## src/rtl/zol_pkg.sv

```systemverilog
// Shared widths and the loop frame layout used by the sequencer.
// Assumes one address space for fetch and loop bounds.
package zol_pkg;
    parameter int ADDR_W = 16;
    parameter int CNT_W  = 16;

    typedef struct packed {
        logic [CNT_W-1:0]  count;
        logic [ADDR_W-1:0] start_addr;
        logic [ADDR_W-1:0] end_addr;
    } loop_frame_t;
endpackage

```

## src/rtl/zol_stack.sv

```systemverilog
// Loop frame stack. It releases `pops` frames, optionally decrements the
// frame that is then on top, and optionally pushes a new frame, all in
// one cycle. Assumes the caller never pushes when full and only decrements
// when a frame survives.
module zol_stack
    import zol_pkg::*;
#(
    parameter int DEPTH = 6,
    localparam int SPW  = $clog2(DEPTH + 1)
) (
    input  logic         clk,
    input  logic         rst_n,
    input  logic [SPW-1:0] pops,
    input  logic         dec_en,
    input  logic         push_en,
    input  loop_frame_t  push_frame,
    output loop_frame_t  frames [DEPTH],
    output logic [SPW-1:0] sp
);
    logic [SPW-1:0] base;
    assign base = sp - pops;

    // Stack pointer: pops first, then the optional push.
    always_ff @(posedge clk) begin
        if (!rst_n) sp <= '0;
        else        sp <= base + (push_en ? SPW'(1) : SPW'(0));
    end

    // Frame storage: decrement the surviving top, write the pushed frame.
    always_ff @(posedge clk) begin
        if (rst_n) begin
            if (dec_en)  frames[base - SPW'(1)].count <= frames[base - SPW'(1)].count - 1'b1;
            if (push_en) frames[base] <= push_frame;
        end
    end

    a_r7_depth_bound: assert property (@(posedge clk) disable iff (!rst_n)
        sp <= SPW'(DEPTH));

    a_r4_pop_depth: assert property (@(posedge clk) disable iff (!rst_n)
        (pops != '0 && !push_en) |=> sp == $past(sp) - $past(pops));
endmodule

```

## src/rtl/zol_endcheck.sv

```systemverilog
// End-address matcher. It walks the stack from the top and releases every
// expiring frame whose end address equals the fetch address, stopping at the
// first frame that redirects or does not match. Purely combinational.
module zol_endcheck
    import zol_pkg::*;
#(
    parameter int DEPTH = 6,
    localparam int SPW  = $clog2(DEPTH + 1)
) (
    input  logic              active,
    input  logic [ADDR_W-1:0] pc,
    input  loop_frame_t       frames [DEPTH],
    input  logic [SPW-1:0]    sp,
    output logic [SPW-1:0]    pops,
    output logic              redirect,
    output logic [ADDR_W-1:0] target,
    output logic [ADDR_W-1:0] body_len
);
    // Cascade through the nest levels, innermost first.
    always_comb begin
        logic           walking;
        logic [SPW-1:0] idx;
        walking  = active;
        pops     = '0;
        redirect = 1'b0;
        target   = '0;
        body_len = '0;
        idx      = '0;
        for (int k = 0; k < DEPTH; k++) begin
            if (walking && (SPW'(k) < sp)) begin
                idx = sp - SPW'(1) - SPW'(k);
                if (frames[idx].end_addr == pc) begin
                    if (frames[idx].count == CNT_W'(1)) begin
                        pops = pops + SPW'(1);
                    end else begin
                        redirect = 1'b1;
                        target   = frames[idx].start_addr;
                        body_len = frames[idx].end_addr - frames[idx].start_addr + ADDR_W'(1);
                        walking  = 1'b0;
                    end
                end else begin
                    walking = 1'b0;
                end
            end else begin
                walking = 1'b0;
            end
        end
    end
endmodule

```

## src/rtl/zol_refill.sv

```systemverilog
// Refill stall timer. After a redirect into a body shorter than MIN_BODY
// it holds the stall for MIN_BODY - length cycles.
module zol_refill
    import zol_pkg::*;
#(
    parameter int MIN_BODY = 3,
    localparam int SW      = $clog2(MIN_BODY + 1)
) (
    input  logic              clk,
    input  logic              rst_n,
    input  logic              load,
    input  logic [ADDR_W-1:0] body_len,
    output logic              stall
);
    logic [SW-1:0] remain;
    logic          short_body;

    assign short_body = (int'(body_len) < MIN_BODY);

    // Load the refill length on a short redirect, otherwise count down.
    always_ff @(posedge clk) begin
        if (!rst_n)                   remain <= '0;
        else if (load && short_body)  remain <= SW'(MIN_BODY - int'(body_len));
        else if (remain != '0)        remain <= remain - SW'(1);
    end

    assign stall = (remain != '0);

    a_r9_stall_countdown: assert property (@(posedge clk) disable iff (!rst_n)
        (remain != '0 && !load) |=> remain == $past(remain) - SW'(1));
endmodule

```

## src/rtl/zol_sequencer.sv

```systemverilog
// Zero-overhead loop sequencer top. It joins the frame stack, the end-address
// matcher and the refill timer. Assumes loop_count_i is non-zero and that the
// core follows redirect_o on the next fetch and holds fetch while stall_o.
module zol_sequencer
    import zol_pkg::*;
#(
    parameter int DEPTH    = 6,
    parameter int MIN_BODY = 3,
    localparam int SPW     = $clog2(DEPTH + 1)
) (
    input  logic              clk,
    input  logic              rst_n,
    input  logic              fetch_valid_i,
    input  logic [ADDR_W-1:0] fetch_pc_i,
    input  logic              loop_start_i,
    input  logic [CNT_W-1:0]  loop_count_i,
    input  logic [ADDR_W-1:0] loop_end_i,
    output logic              redirect_o,
    output logic [ADDR_W-1:0] redirect_pc_o,
    output logic              expired_o,
    output logic              stall_o,
    output logic              overflow_o,
    output logic [SPW-1:0]    loop_depth_o
);
    loop_frame_t       frames [DEPTH];
    loop_frame_t       new_frame;
    logic [SPW-1:0]    sp, pops, base;
    logic [ADDR_W-1:0] body_len;
    logic              active, push_en, full_after_pop;

    assign active         = fetch_valid_i && !stall_o;
    assign base           = sp - pops;
    assign full_after_pop = (base == SPW'(DEPTH));
    assign push_en        = active && loop_start_i && !full_after_pop;
    assign overflow_o     = active && loop_start_i && full_after_pop;
    assign expired_o      = (pops != '0);
    assign loop_depth_o   = sp;

    // Frame for a new loop: body begins right after the command.
    always_comb begin
        new_frame.count      = loop_count_i;
        new_frame.start_addr = fetch_pc_i + ADDR_W'(1);
        new_frame.end_addr   = loop_end_i;
    end

    zol_endcheck #(.DEPTH(DEPTH)) u_match (
        .active   (active),
        .pc       (fetch_pc_i),
        .frames   (frames),
        .sp       (sp),
        .pops     (pops),
        .redirect (redirect_o),
        .target   (redirect_pc_o),
        .body_len (body_len)
    );

    zol_stack #(.DEPTH(DEPTH)) u_stack (
        .clk        (clk),
        .rst_n      (rst_n),
        .pops       (pops),
        .dec_en     (redirect_o),
        .push_en    (push_en),
        .push_frame (new_frame),
        .frames     (frames),
        .sp         (sp)
    );

    zol_refill #(.MIN_BODY(MIN_BODY)) u_refill (
        .clk      (clk),
        .rst_n    (rst_n),
        .load     (redirect_o),
        .body_len (body_len),
        .stall    (stall_o)
    );

    a_r7_overflow_keeps_depth: assert property (@(posedge clk) disable iff (!rst_n)
        (overflow_o && pops == '0) |=> loop_depth_o == $past(loop_depth_o));

    a_r3_redirect_needs_loop: assert property (@(posedge clk) disable iff (!rst_n)
        redirect_o |-> loop_depth_o != '0);

    a_r4_expire_needs_loop: assert property (@(posedge clk) disable iff (!rst_n)
        expired_o |-> loop_depth_o != '0);

    a_r9_short_body_stalls: assert property (@(posedge clk) disable iff (!rst_n)
        (redirect_o && int'(body_len) < MIN_BODY) |=> stall_o);
endmodule

```

## config.mk

```make
export PLATFORM = sky130hd
export DESIGN_NAME = zol_sequencer
export DESIGN_NICKNAME = d
export VERILOG_FILES = /design/src/rtl/zol_pkg.sv /design/src/rtl/zol_stack.sv /design/src/rtl/zol_endcheck.sv /design/src/rtl/zol_refill.sv /design/src/rtl/zol_sequencer.sv
export SDC_FILE = /design/constraint.sdc
export NUM_CORES = 2
export LEC_CHECK = 0
export BUFFER_PORTS_ARGS = -buffer_cell sky130_fd_sc_hd__clkbuf_2
export CAP_MARGIN = 20
export CORE_AREA = 2 2 259 261
export CTS_BUF_LIST = sky130_fd_sc_hd__clkbuf_16
export DETAILED_ROUTE_END_ITERATION = 10
export DIE_AREA = 0 0 261 263
export PLACE_DENSITY = 0.66
export SLEW_MARGIN = 15
export SYNTH_ARGS = -nofsm -noshare
export SYNTH_HDL_FRONTEND = slang
export SYNTH_SLANG_ARGS = --single-unit
export TNS_END_PERCENT = 5
```

## constraint.sdc

```tcl
create_clock -name clk -period 29.2 [get_ports clk]
set_input_delay 8.76 -clock clk [delete_from_list [all_inputs] [get_ports clk]]
set_output_delay 8.76 -clock clk [all_outputs]
set_load 0.1 [all_outputs]
```

==> impl_metrics.env <==
export IMPL_syn_num_nets=3385
export IMPL_grt_ovfl_total=0
export IMPL_antenna_found_initial=7
export IMPL_worstSetupEndpointType="output port"
export IMPL_finClkSkew_ns=0.0266
export IMPL_cts_setup_buffers=0
export IMPL_final_min_period_over_clock_period_pct=83.4
export IMPL_power_static_leakage_uw=0.0120
export IMPL_drt_iter0_drc=2879
export IMPL_coreArea_um2=65600
export IMPL_min_path_type="reg2reg"
export IMPL_path_class="in2out"
export IMPL_clock_path_buffers=3
export IMPL_wire_per_inst_um=27.5
export IMPL_synth_seq_area_share_pct=29.9
export IMPL_asyncSetResetFlopFracSynth_pct=0
export IMPL_netlist_top_cells_area="edfxtp_1 30%, mux4_2 8.5%, ha_1 8.0%"
export IMPL_cts_buffers=37
export IMPL_maxSlewViolCount=0
export IMPL_startpoint_type="input pin"
export IMPL_synth_top_cell_area_share_pct=29.5
export IMPL_place_congestion=1.03
export IMPL_worstPathRequired_ns=20.44
export IMPL_setup_slack_ns=4.84
export IMPL_syn_instance_count=3138
export IMPL_yosysWarnings=0
export IMPL_antenna_violating_nets_post_route=0
export IMPL_worstRegToRegCells=38
export IMPL_critical_path_reg2reg_startpoint="u_stack.sp[0]"
export IMPL_outcome="completed"
export IMPL_die_width_um=261
export IMPL_synth_cell_types=93
export IMPL_clock_tree_root_cell="clkbuf_16"
export IMPL_timing_hold_violations_final=0
export IMPL_clk_transition_reported_paths_ns=0.05
export IMPL_largest_net_degree_at_the_start_of_global_routing=88
export IMPL_worst_slew_pin_transition_ns=1.15
export IMPL_fin_util_pct=48.0
export IMPL_synth_top_area_cell="edfxtp_1"
export IMPL_power_per_cell_area_nw_per_um2=100
export IMPL_fp_row_count=94
export IMPL_max_slew_margin_pct=22.8
export IMPL_layout_cell_share_with_drive_strength_beyond_1_pct=13.6
export IMPL_start_util_pct=44.6
export IMPL_post_cts_resized_instances=0
export IMPL_finalCriticalPeriod_ns=24.36
export IMPL_number_of_global_route_vias_before_repair=24200
export IMPL_hold_end="u_stack.frames[280]"
export IMPL_global_route_wire_length_before_repair_um=160000
export IMPL_synth_ff_type="edfxtp_1"
export IMPL_placement_cell_area_um2=30400
export IMPL_worstHoldStart="u_stack.frames[280]"
export IMPL_die_height_um=263
export IMPL_top_level_ports=75
export IMPL_dpl_hpwl_um=82400
export IMPL_route_detailed_vias_per_inst=6.38
export IMPL_synth_enable_flop_cells=288
export IMPL_tritoncts_num_sinks=293
export IMPL_clock_tree_htree_level_count=2
export IMPL_max_cap_violations=0
export IMPL_detailroute_via_count=25500
export IMPL_drt_pass1_iterations=6
export IMPL_dp_slack_ns=4.83
export IMPL_cts_hold_fix_buffers=0
export IMPL_detail_route_drc_violations=0
export IMPL_synth_avg_cell_area_um2=9.33
export IMPL_regToRegSetupSlack_ns=15.20
export IMPL_stdcell_area_um2=31500
export IMPL_synth_ff_latch_count=293
export IMPL_fmaxAchievable_mhz=41.0
export IMPL_tritoncts="yes"
export IMPL_clkLatencyLatePin_ns=0.59
export IMPL_worst_endpoint_arrival_ns=15.60
export IMPL_path_max_fanout=11
export IMPL_final_net_count=3347
export IMPL_finalWirelength_um=110000
export IMPL_netlist_area_um2=29300
export IMPL_unrepaired_setup_endpoints_after_global_routing="false"
export IMPL_setup_viol=0
export IMPL_track_usage_pct=31.5
export IMPL_max_vdd_ir_drop_v=0.0000519
export IMPL_final_setup_tns_ns=0
export IMPL_flow_area_growth_from_synthesis_pct=7.71
export IMPL_floorplan_die_area_um2=68600
export IMPL_endpoint_of_the_most_critical_register_to_register_path="u_stack.frames[234]"
export IMPL_min_path_cells=2
export IMPL_buffer_ports_inserted=74
power breakdown:
part / switching, uW / leakage, uW / total [uW] / internal, uW
registers: 20.0 / 0.00280 / 503 / 483
logic: 1330 / 0.00864 / 2210 / 873
clock network: 198 / 0.000592 / 446 / 248
through the flow:
step                total power [uW]  cells  hold WS (ns)
floorplan                       2110   3138         0.555
global placement                2650   3925         0.595
finish                          3160   3996         0.623
global route                    3360   3995         0.647
detailed placement              2660   3925         0.598
CTS                             3120   3993         0.616
worst max-delay path by stage:
stage,startpoint,to,slack (ns),cells past startpoint
floorplan,fetch_pc_i[1],overflow_o,3.91,29
finish,fetch_pc_i[1],overflow_o,4.84,25
detailed placement,fetch_pc_i[1],overflow_o,4.83,25
global placement,fetch_pc_i[1],overflow_o,4.89,25
global route,fetch_pc_i[1],overflow_o,4.27,25
CTS,fetch_pc_i[1],overflow_o,4.82,25
Yosys cell counts (8+ instances only):
cell      number
nor2_1       310
nand2_1      306
edfxtp_1     288
mux2i_1      189
ha_1         188
o21ai_0      188
a21oi_1      174
xnor2_1      136
clkbuf_1     130
mux4_2       110
inv_1        104
and2_1        80
mux2_2        69
xor2_1        62
and3_1        59
a22oi_1       57
nand2b_1      43
nor4_1        43
nand3_1       40
nor3_1        37
or3_1         36
buf_2         33
buf_1         31
nand4_1       31
a21o_1        28
a31oi_1       27
a221o_1       24
o211ai_1      23
o221ai_1      19
nor2b_1       18
o21a_1        18
o21ai_1       18
a21boi_0      14
o31ai_1       14
nor4b_1       13
o21bai_1      12
o22ai_1        9
and4_1         8
buf_4          8
or2_2          8
registers in the layout, summed over array words and instances, names as in the netlist:
signal	flops
u_stack.frames	288
u_stack.sp	3
u_refill.remain	2
cell type report:
cell class	count	area, um2
antenna	3	7.51
fill	6319	34100
clock inverter	30	209
sequential	293	8750
timing repair buffer	131	801
tap	864	1080
inverter	107	402
multi-input combinational	2530	19300
clock buffer	38	951
metal layers:
layer	global-route usage (%)	wire length (um)	vias to the layer above
li1	-	-	11700
met1	40.0	43400	12300
met2	51.2	51200	1279
met3	4.16	7990	306
met4	18.3	7240	8
met5	0	48	-
cell usage in the layout, fill, tap and decap left out, types with 16 or more instances in the layout:
| cell type | Yosys | routed |
|---|---|---|
| o21ai_0 | 188 | 188 |
| a22oi_1 | 57 | 57 |
| a31oi_1 | 27 | 27 |
| mux2_2 | 69 | 69 |
| o211ai_1 | 23 | 23 |
| a21o_1 | 28 | 28 |
| o21a_1 | 18 | 18 |
| buf_4 | 8 | 58 |
| inv_1 | 104 | 113 |
| a221o_1 | 24 | 24 |
| nor3_1 | 37 | 33 |
| nand4_1 | 31 | 31 |
| mux4_2 | 110 | 110 |
| mux2i_1 | 189 | 189 |
| or3_1 | 36 | 36 |
| edfxtp_1 | 288 | 288 |
| xor2_1 | 62 | 61 |
| o21ai_1 | 18 | 18 |
| nand2b_1 | 43 | 43 |
| nor2_1 | 310 | 310 |
| and3_1 | 59 | 57 |
| and2_1 | 80 | 76 |
| clkbuf_2 | 0 | 73 |
| clkbuf_16 | 0 | 38 |
| xnor2_1 | 136 | 134 |
| o221ai_1 | 19 | 19 |
| nor4_1 | 43 | 42 |
| ha_1 | 188 | 186 |
| nor2b_1 | 18 | 16 |
| nand3_1 | 40 | 39 |
| nand2_1 | 306 | 305 |
| a21oi_1 | 174 | 174 |
critical path, cell delays in order:
cell       delay [ns]
clkbuf_2         0.35
and3_1           0.23
o22a_1           0.18
nor4b_1          0.40
a31oi_1          0.22
nor4bb_1         0.51
nand3_1          0.22
nor2_1           0.32
nand2_1          0.20
mux2_2           0.32
ha_1             0.26
mux2_2           0.27
ha_1             0.29
mux2_2           0.27
ha_1             0.25
nor2_1           0.10
nor4b_1          0.44
a2111oi_4        0.12
and3_4           0.25
nand2b_1         0.15
xor2_1           0.16
nor2_1           0.28
xnor2_2          0.11
nor3b_1          0.38
clkbuf_2         0.53
cell families (layout without fill, tap and decap cells):
| kind of cell | Yosys count | after routing | share of synthesized area [%] |
|---|---|---|---|
| simple gates | 1062 | 1062 | 17.6 |
| compound gates | 699 | 699 | 15.5 |
| buf+inv | 315 | 306 | 4.44 |
| mux | 370 | 370 | 17.7 |
| flops | 293 | 293 | 29.9 |
| other cells | 0 | 3 | 0 |
| fa+ha+maj | 195 | 195 | 8.51 |
| xor+xnor | 204 | 204 | 6.38 |
(Power assumes the default switching activity.)
